**src/rtl/pwmq_pkg.sv**
```systemverilog
package pwmq_pkg;
  localparam logic [1:0] A_CTRL   = 2'd0;
  localparam logic [1:0] A_STAT   = 2'd1;
  localparam logic [1:0] A_SAMPLE = 2'd2;
  localparam logic [1:0] A_PERIOD = 2'd3;

  localparam int unsigned C_EN       = 0;
  localparam int unsigned C_DOZE_OK  = 1;
  localparam int unsigned C_WAIT_OK  = 2;
  localparam int unsigned C_DBG_OK   = 3;
  localparam int unsigned C_SRC_LO   = 4;
  localparam int unsigned C_SOFT_RST = 8;
  localparam int unsigned C_PRE_LO   = 16;
  localparam int unsigned ST_OVF     = 7;

  typedef enum logic [1:0] {
    SRC_NONE  = 2'd0,
    SRC_CORE  = 2'd1,
    SRC_ALT_A = 2'd2,
    SRC_ALT_B = 2'd3
  } src_sel_e;
endpackage

```
**src/rtl/pwmq_fifo.sv**
```systemverilog
module pwmq_fifo #(
  parameter int unsigned W      = 16,
  parameter int unsigned DEPTH  = 4,
  parameter int unsigned FILL_W = $clog2(DEPTH + 1)
) (
  input  logic              clk,
  input  logic              rst_n,
  input  logic              push,
  input  logic [W-1:0]      push_data,
  input  logic              pop,
  input  logic              flush,
  output logic [W-1:0]      head,
  output logic [FILL_W-1:0] fill,
  output logic              full,
  output logic              empty
);
  localparam int unsigned PTR_W = (DEPTH > 1) ? $clog2(DEPTH) : 1;

  logic [W-1:0]      mem_q [DEPTH];
  logic [PTR_W-1:0]  wr_ptr_q, wr_ptr_d;
  logic [PTR_W-1:0]  rd_ptr_q, rd_ptr_d;
  logic [FILL_W-1:0] fill_q, fill_d;
  logic              push_ok, pop_ok;

  function automatic logic [PTR_W-1:0] ptr_inc(input logic [PTR_W-1:0] p);
    return (p == PTR_W'(DEPTH - 1)) ? '0 : p + 1'b1;
  endfunction

  assign full    = (fill_q == FILL_W'(DEPTH));
  assign empty   = (fill_q == '0);
  assign push_ok = push && !full && !flush;
  assign pop_ok  = pop && !empty && !flush;
  assign head    = mem_q[rd_ptr_q];
  assign fill    = fill_q;

  always_comb begin
    wr_ptr_d = wr_ptr_q;
    rd_ptr_d = rd_ptr_q;
    fill_d   = fill_q;
    if (flush) begin
      wr_ptr_d = '0;
      rd_ptr_d = '0;
      fill_d   = '0;
    end else begin
      if (push_ok) wr_ptr_d = ptr_inc(wr_ptr_q);
      if (pop_ok)  rd_ptr_d = ptr_inc(rd_ptr_q);
      fill_d = fill_q + FILL_W'(push_ok) - FILL_W'(pop_ok);
    end
  end

  always_ff @(posedge clk or negedge rst_n) begin
    if (!rst_n) begin
      wr_ptr_q <= '0;
      rd_ptr_q <= '0;
      fill_q   <= '0;
    end else begin
      wr_ptr_q <= wr_ptr_d;
      rd_ptr_q <= rd_ptr_d;
      fill_q   <= fill_d;
    end
  end

  for (genvar g = 0; g < DEPTH; g++) begin : g_entry
    logic we;
    assign we = push_ok && (wr_ptr_q == PTR_W'(g));
    always_ff @(posedge clk) begin
      if (we) mem_q[g] <= push_data;
    end
  end

  AST_FILL_BOUND: assert property (@(posedge clk) disable iff (!rst_n)
    fill_q <= FILL_W'(DEPTH));
  AST_FULL_DROP: assert property (@(posedge clk) disable iff (!rst_n)
    (full && push && !pop && !flush) |=> (fill_q == FILL_W'(DEPTH)));
  AST_FLUSH_EMPTY: assert property (@(posedge clk) disable iff (!rst_n)
    flush |=> (fill_q == '0));
endmodule

```
**src/rtl/pwmq_prescale.sv**
```systemverilog
module pwmq_prescale #(
  parameter int unsigned PRE_W = 12
) (
  input  logic             clk,
  input  logic             rst_n,
  input  logic             restart,
  input  logic             step,
  input  logic [PRE_W-1:0] div,
  output logic             tick
);
  logic [PRE_W-1:0] pre_q, pre_d;

  assign tick = step && (pre_q >= div);

  always_comb begin
    pre_d = pre_q;
    if (restart)   pre_d = '0;
    else if (tick) pre_d = '0;
    else if (step) pre_d = pre_q + 1'b1;
  end

  always_ff @(posedge clk or negedge rst_n) begin
    if (!rst_n) pre_q <= '0;
    else        pre_q <= pre_d;
  end

  AST_PRE_RESTART: assert property (@(posedge clk) disable iff (!rst_n)
    restart |=> (pre_q == '0));
endmodule

```
**src/rtl/pwmq_core.sv**
```systemverilog
module pwmq_core #(
  parameter int unsigned CNT_W = 16
) (
  input  logic             clk,
  input  logic             rst_n,
  input  logic             run,
  input  logic             halt,
  input  logic             tick,
  input  logic             restart,
  input  logic             start,
  input  logic             clear,
  input  logic [CNT_W-1:0] period,
  input  logic [CNT_W-1:0] head,
  input  logic             head_valid,
  output logic             pop,
  output logic [CNT_W-1:0] duty_act,
  output logic             pwm_out
);
  localparam int unsigned CW = CNT_W + 1;

  logic [CW-1:0]    cnt_q, cnt_d;
  logic [CNT_W-1:0] duty_q, duty_d;
  logic             last, wrap, load, step;

  assign step = run && !halt && tick;
  assign last = (cnt_q == ({1'b0, period} + CW'(1)));
  assign wrap = step && last && !restart;
  assign load = start || wrap;
  assign pop  = load && head_valid && !clear;

  always_comb begin
    cnt_d = cnt_q;
    if (!run || restart) cnt_d = '0;
    else if (step)       cnt_d = last ? '0 : cnt_q + 1'b1;
  end

  always_comb begin
    duty_d = duty_q;
    if (clear)                   duty_d = '0;
    else if (load && head_valid) duty_d = head;
  end

  always_ff @(posedge clk or negedge rst_n) begin
    if (!rst_n) begin
      cnt_q  <= '0;
      duty_q <= '0;
    end else begin
      cnt_q  <= cnt_d;
      duty_q <= duty_d;
    end
  end

  assign duty_act = duty_q;
  assign pwm_out  = run && !halt && ({1'b0, duty_q} > cnt_q);

  AST_CNT_IN_PERIOD: assert property (@(posedge clk) disable iff (!rst_n)
    cnt_q <= ({1'b0, period} + CW'(1)));
  AST_HALT_HOLD: assert property (@(posedge clk) disable iff (!rst_n)
    (run && halt && !restart) |=> $stable(cnt_q));
  AST_DUTY_MID: assert property (@(posedge clk) disable iff (!rst_n)
    (!start && !step && !clear) |=> $stable(duty_q));
  AST_RESTART_ZERO: assert property (@(posedge clk) disable iff (!rst_n)
    restart |=> (cnt_q == '0));
endmodule

```
**src/rtl/pwmq_top.sv**
```systemverilog
module pwmq_top #(
  parameter int unsigned CNT_W      = 16,
  parameter int unsigned PRE_W      = 12,
  parameter int unsigned FIFO_DEPTH = 4,
  parameter int unsigned DATA_W     = 32
) (
  input  logic              clk,
  input  logic              rst_n,
  input  logic              bus_wr,
  input  logic [1:0]        bus_addr,
  input  logic [DATA_W-1:0] bus_wdata,
  output logic [DATA_W-1:0] bus_rdata,
  input  logic              alt_tick_a,
  input  logic              alt_tick_b,
  input  logic              doze_req,
  input  logic              wait_req,
  input  logic              dbg_req,
  output logic              pwm_out
);
  import pwmq_pkg::*;

  localparam int unsigned FILL_W = $clog2(FIFO_DEPTH + 1);

  logic             en_q, en_d;
  logic             dz_ok_q, dz_ok_d;
  logic             wt_ok_q, wt_ok_d;
  logic             db_ok_q, db_ok_d;
  src_sel_e         src_q, src_d;
  logic [PRE_W-1:0] pre_q, pre_d;
  logic [CNT_W-1:0] period_q, period_d;
  logic             ovf_q, ovf_d;

  logic ctrl_wr, sample_wr, period_wr, soft_rst;
  logic en_rise, restart, start, halt, src_tick, tick;
  logic fifo_pop, fifo_full, fifo_empty;
  logic [CNT_W-1:0]  fifo_head, duty_act;
  logic [FILL_W-1:0] fifo_fill;

  assign ctrl_wr   = bus_wr && (bus_addr == A_CTRL);
  assign sample_wr = bus_wr && (bus_addr == A_SAMPLE);
  assign period_wr = bus_wr && (bus_addr == A_PERIOD);
  assign soft_rst  = ctrl_wr && bus_wdata[C_SOFT_RST];
  assign en_rise   = ctrl_wr && bus_wdata[C_EN] && !en_q;
  assign restart   = period_wr || en_rise;
  assign start     = en_rise || (period_wr && en_q);

  assign halt = (doze_req && !dz_ok_q) || (wait_req && !wt_ok_q) ||
                (dbg_req && !db_ok_q);

  always_comb begin
    case (src_q)
      SRC_CORE:  src_tick = 1'b1;
      SRC_ALT_A: src_tick = alt_tick_a;
      SRC_ALT_B: src_tick = alt_tick_b;
      default:   src_tick = 1'b0;
    endcase
  end

  always_comb begin
    en_d     = en_q;
    dz_ok_d  = dz_ok_q;
    wt_ok_d  = wt_ok_q;
    db_ok_d  = db_ok_q;
    src_d    = src_q;
    pre_d    = pre_q;
    period_d = period_q;
    ovf_d    = ovf_q;
    if (ctrl_wr) begin
      en_d    = bus_wdata[C_EN];
      dz_ok_d = bus_wdata[C_DOZE_OK];
      wt_ok_d = bus_wdata[C_WAIT_OK];
      db_ok_d = bus_wdata[C_DBG_OK];
      src_d   = src_sel_e'(bus_wdata[C_SRC_LO +: 2]);
      pre_d   = bus_wdata[C_PRE_LO +: PRE_W];
    end
    if (period_wr) period_d = bus_wdata[CNT_W-1:0];
    if (soft_rst)                    ovf_d = 1'b0;
    else if (sample_wr && fifo_full) ovf_d = 1'b1;
  end

  always_ff @(posedge clk or negedge rst_n) begin
    if (!rst_n) begin
      en_q     <= 1'b0;
      dz_ok_q  <= 1'b0;
      wt_ok_q  <= 1'b0;
      db_ok_q  <= 1'b0;
      src_q    <= SRC_NONE;
      pre_q    <= '0;
      period_q <= '0;
      ovf_q    <= 1'b0;
    end else begin
      en_q     <= en_d;
      dz_ok_q  <= dz_ok_d;
      wt_ok_q  <= wt_ok_d;
      db_ok_q  <= db_ok_d;
      src_q    <= src_d;
      pre_q    <= pre_d;
      period_q <= period_d;
      ovf_q    <= ovf_d;
    end
  end

  always_comb begin
    bus_rdata = '0;
    case (bus_addr)
      A_CTRL: begin
        bus_rdata[C_EN]               = en_q;
        bus_rdata[C_DOZE_OK]          = dz_ok_q;
        bus_rdata[C_WAIT_OK]          = wt_ok_q;
        bus_rdata[C_DBG_OK]           = db_ok_q;
        bus_rdata[C_SRC_LO +: 2]      = src_q;
        bus_rdata[C_PRE_LO +: PRE_W]  = pre_q;
      end
      A_STAT: begin
        bus_rdata[FILL_W-1:0] = fifo_fill;
        bus_rdata[ST_OVF]     = ovf_q;
      end
      A_SAMPLE: bus_rdata[CNT_W-1:0] = duty_act;
      default:  bus_rdata[CNT_W-1:0] = period_q;
    endcase
  end

  pwmq_fifo #(.W(CNT_W), .DEPTH(FIFO_DEPTH), .FILL_W(FILL_W)) u_fifo (
    .clk       (clk),
    .rst_n     (rst_n),
    .push      (sample_wr),
    .push_data (bus_wdata[CNT_W-1:0]),
    .pop       (fifo_pop),
    .flush     (soft_rst),
    .head      (fifo_head),
    .fill      (fifo_fill),
    .full      (fifo_full),
    .empty     (fifo_empty)
  );

  pwmq_prescale #(.PRE_W(PRE_W)) u_pre (
    .clk     (clk),
    .rst_n   (rst_n),
    .restart (restart),
    .step    (en_q && !halt && src_tick),
    .div     (pre_q),
    .tick    (tick)
  );

  pwmq_core #(.CNT_W(CNT_W)) u_core (
    .clk        (clk),
    .rst_n      (rst_n),
    .run        (en_q),
    .halt       (halt),
    .tick       (tick),
    .restart    (restart),
    .start      (start),
    .clear      (soft_rst),
    .period     (period_q),
    .head       (fifo_head),
    .head_valid (!fifo_empty),
    .pop        (fifo_pop),
    .duty_act   (duty_act),
    .pwm_out    (pwm_out)
  );

  AST_STOP_LOW: assert property (@(posedge clk) disable iff (!rst_n)
    !en_q |-> !pwm_out);
  AST_OVF_STICKY: assert property (@(posedge clk) disable iff (!rst_n)
    (ovf_q && !soft_rst) |=> ovf_q);
endmodule

```
**config.mk**
```make
export PLATFORM = sky130hd
export DESIGN_NAME = pwmq_top
export DESIGN_NICKNAME = d
export VERILOG_FILES = /design/src/rtl/pwmq_pkg.sv /design/src/rtl/pwmq_fifo.sv /design/src/rtl/pwmq_prescale.sv /design/src/rtl/pwmq_core.sv /design/src/rtl/pwmq_top.sv
export SDC_FILE = /design/constraint.sdc
export NUM_CORES = 1
export LEC_CHECK = 0
export BUFFER_PORTS_ARGS = -buffer_cell sky130_fd_sc_hd__buf_4
export CAP_MARGIN = 5
export CORE_ASPECT_RATIO = 0.5
export CORE_MARGIN = 8
export CORE_UTILIZATION = 60
export CTS_BUF_LIST = sky130_fd_sc_hd__clkbuf_2 sky130_fd_sc_hd__clkbuf_4 sky130_fd_sc_hd__clkbuf_8
export DETAILED_ROUTE_END_ITERATION = 8
export GPL_ROUTABILITY_DRIVEN = 1
export PLACE_DENSITY = 0.8
export REMOVE_ABC_BUFFERS = 1
export SLEW_MARGIN = 10
export SYNTH_ARGS = -nofsm -noshare
export SYNTH_HDL_FRONTEND = slang
export SYNTH_SLANG_ARGS = --single-unit
export TNS_END_PERCENT = 10
```
**constraint.sdc**
```tcl
create_clock -name clk -period 4.18 [get_ports clk]
set_input_delay 1.254 -clock clk [delete_from_list [all_inputs] [get_ports clk]]
set_output_delay 1.254 -clock clk [all_outputs]
set_load 0.005 [all_outputs]
```
==> metrics.md <==
| Metric | Value |
|---|---|
| Period Utilization, post-route | 95.69% |
| Crit path time final | 4.000 ns |
| Worst-margin pin slew | 1.108 ns |
| Initial antenna violation count | 0 |
| Max-Cap Viols | 0 |
| GRT Resource Usage Total | 21.82% |
| Root buffer cell | clkbuf_8 |
| Nets | 857 |
| Worst-path clk slew | 0.09 ns |
| Synth-to-layout area growth | 13.03% |
| Slew Viols, Final | 0 |
| Most frequent cell after synthesis | dfrtp_1 |
| WHS | 0.5522 ns |
| Clock power share | 30.5% |
| Comb pwr share | 19.6% |
| Top cell type by total area after synthesis | dfrtp_1 |
| Setup violations, final | 0 |
| RR Endpoint | u_fifo.fill[2] |
| Placed Cells | 933 |
| Num CTS Buffers | 17 |
| Final Instance Count excl. Fillers | 965 |
| CTS HTree Levels | 4 |
| Synthesized area per cell | 11.46 sq um |
| RSZ-0062 raised after global routing | false |
| Ys flop type | dfrtp_1 |
| Seq/Total Area, Yosys | 50.44% |
| Drt pass-1 iters | 5 |
| N_diodes | 0 |
| Seq pwr share | 49.9% |
| Synth Instances | 709 |
| HP Class | flip-flop to flip-flop |
| Pwr Density | 408.8 nW/um^2 |
| Hold EP | u_pre.pre_q[8] |
| Fmax | 250.0 MHz |
| Commonest cells in the netlist | dfrtp_1, edfxtp_1, nor2_1, o21ai_0, nand2_1 |
| Die height | 98.30 um |
| DRC Markers | 0 |
| TNS Setup | 0 ns |
| CORE AREA | 13400 sq um |
| Average wire per standard cell | 19.71 um |
| Internal power | 2.619 mW |
| Yosys cell types | 68 |
| FF-to-FF setup slack | 0.38 ns |
| Area share of the leading cell type in the synthesized netlist | 26.79% |
| Clock buffer depth | 2 |
| Peak VDD IR | 0.2568 mV |
| Initial Util | 60.64% |
| Post-synth ARST share | 57.62% |
| Die footprint | 17750 sq um |
| Layout cell share with drive strength beyond 1 | 21.80% |
| Via count | 5947 |
| Vias in the first global route | 5891 |
| Total Power | 3.755 mW |
| Area contributors post-synth | dfrtp_1, edfxtp_1, ha_1, mux4_2, mux2_2 |
| # clock sinks | 151 |
| RR Startpoint | u_pre.pre_q[0] |
| Worst EP arrival | 2.75 ns |
| Global-route wire length before repair | 31030 um |
| Critical Path Fanout Max | 4 |
| Synthesized area | 8127 sq um |
| Syn. warnings | 0 |
| I/O pins | 75 |
| CTS tree | done |
| Post-synth EDFFs | 64 |
| # rows | 30 |
| Hold Fails Final Rpt | 0 |
| Finished Core Util | 68.54% |
| DP Wirelength | 13590 um |
| Gpl congestion | 0.8964 |
| # hold bufs at CTS | 0 |
| # port buffers | 66 |
| Die extent in x | 180.6 um |
| Routed WL | 19020 um |
| Crit end category | output port |
| Sw frac | 30.25% |
| CP required | 2.93 ns |
| Flops & latches, synth | 151 |
| Pin count of the biggest net entering global routing | 53 |
| Vias/cell | 6.163 |
| Worst-Skew Late Latency | 0.45 ns |
| Hold Path Cell Cnt | 1 |
| Leakage | 3.822 nW |
| Switching pwr | 1.136 mW |
| Antenna Nets Post-Route | 0 |
| Gr ovfl total | 0 |
| DRT iter0 DRCs | 513 |
| Skew final | 0.02362 ns |
| CP Class | flip-flop to output port |
| Status | finished clean |
| R2R cell count | 17 |
| Hold Crit Start | u_pre.pre_q[8] |
| Slew margin rel. | 26.10% |
| Startpoint type of the worst setup path | flip-flop |
[per-layer routing]
metal / part of all wire (%) / global-route usage, % / vias up
met5: 0 / 0 / -
met4: 1.5 / 5.556 / 0
met3: 6.7 / 4.854 / 29
met2: 47 / 35.50 / 257
met1: 44 / 29.34 / 2928
li1: - / - / 2733
[worst max-delay path, stage by stage (launching register included)]
cell and delay, ns:
dfrtp_1 0.42, inv_1 0.10, ha_1 0.29, nor2b_1 0.14
o21a_1 0.17, o21a_1 0.18, o21a_1 0.16, o21a_1 0.16
o21ai_0 0.19, a21oi_1 0.09, o31a_1 0.26, buf_4 0.14
[area by class of cell]
type,count,area (sq um)
sequential,151,4099
multi-input combinational,482,3682
fill,960,4215
tap,176,220.2
inverter,39,146.4
timing repair buffer,85,638.1
clock buffer,20,256.5
clock inverter,12,142.6
[per-stage QoR]
stage	worst slack, ns	cell area (sq um)
after floorplan	-0.6297	7925
after global placement	0.1281	8783
after detailed placement	0.04416	8783
after CTS	0.1948	9183
after global routing	0.03733	9185
final	0.1803	9185
[cell families (layout without fill, tap and decap cells)]
| group | after synthesis | in the layout | share of synthesized area (%) |
|---|---|---|---|
| adder cells (fa/ha/maj) | 39 | 39 | 6.097 |
| AND/OR/NAND/NOR | 220 | 220 | 14.26 |
| XOR/XNOR | 23 | 23 | 2.479 |
| multiplexers | 73 | 73 | 12.32 |
| buffers and inverters | 79 | 156 | 4.419 |
| AO/OA/AOI/OAI | 123 | 123 | 9.947 |
| other | 1 | 4 | 0.04615 |
| flip-flops | 151 | 151 | 50.44 |
[sequential cells by signal, indices dropped and copies added, names as in the netlist]
register         cells
u_pre.pre_q         12
pre_q               12
u_fifo.rd_ptr_q      2
period_q            16
src_q                2
u_core.duty_act     16
u_fifo.mem_q        64
u_fifo.fill          3
u_fifo.wr_ptr_q      2
ovf_q                1
en_q                 1
db_ok_q              1
u_core.cnt_q        17
wt_ok_q              1
dz_ok_q              1
[how the worst max path moves through the flow]
stage | slack [ns] | to | depth (start not counted) | from
final | 0.18 | pwm_out | 11 | u_core.cnt_q[1]
after global routing | 0.04 | pwm_out | 11 | u_core.cnt_q[1]
after CTS | 0.19 | pwm_out | 11 | u_core.cnt_q[1]
after detailed placement | 0.04 | u_fifo.fill[2] | 16 | bus_addr[0]
after global placement | 0.13 | u_fifo.fill[2] | 16 | bus_addr[0]
after floorplan | -0.63 | u_fifo.fill[2] | 15 | bus_addr[0]
[cell usage in the layout (no fill, tap or decap), types with 19 or more instances in the layout]
| cell type | count |
|---|---|
| dfrtp_1 | 87 |
| nand2_1 | 42 |
| nand3_1 | 19 |
| o21ai_0 | 47 |
| nor3_1 | 21 |
| nor2_1 | 47 |
| mux2i_1 | 28 |
| mux4_2 | 19 |
| nor2b_1 | 21 |
| inv_1 | 39 |
| edfxtp_1 | 64 |
| mux2_2 | 26 |
| ha_1 | 37 |
| buf_4 | 85 |
[power by group through the flow]
stage	registers, mW	logic, mW	clock network (mW)
floorplan	1.83	0.483	0
global placement	1.88	0.693	0
detailed placement	1.90	0.728	0
CTS	1.87	0.736	1.16
global route	1.89	0.817	1.22
finish	1.87	0.735	1.15
[what timing repair did]
item | CTS | global route
resized for setup | 0 | 1
setup buffers | 0 | 0
setup endpoints to repair | 0 | 1
(Power assumes the default switching activity.)
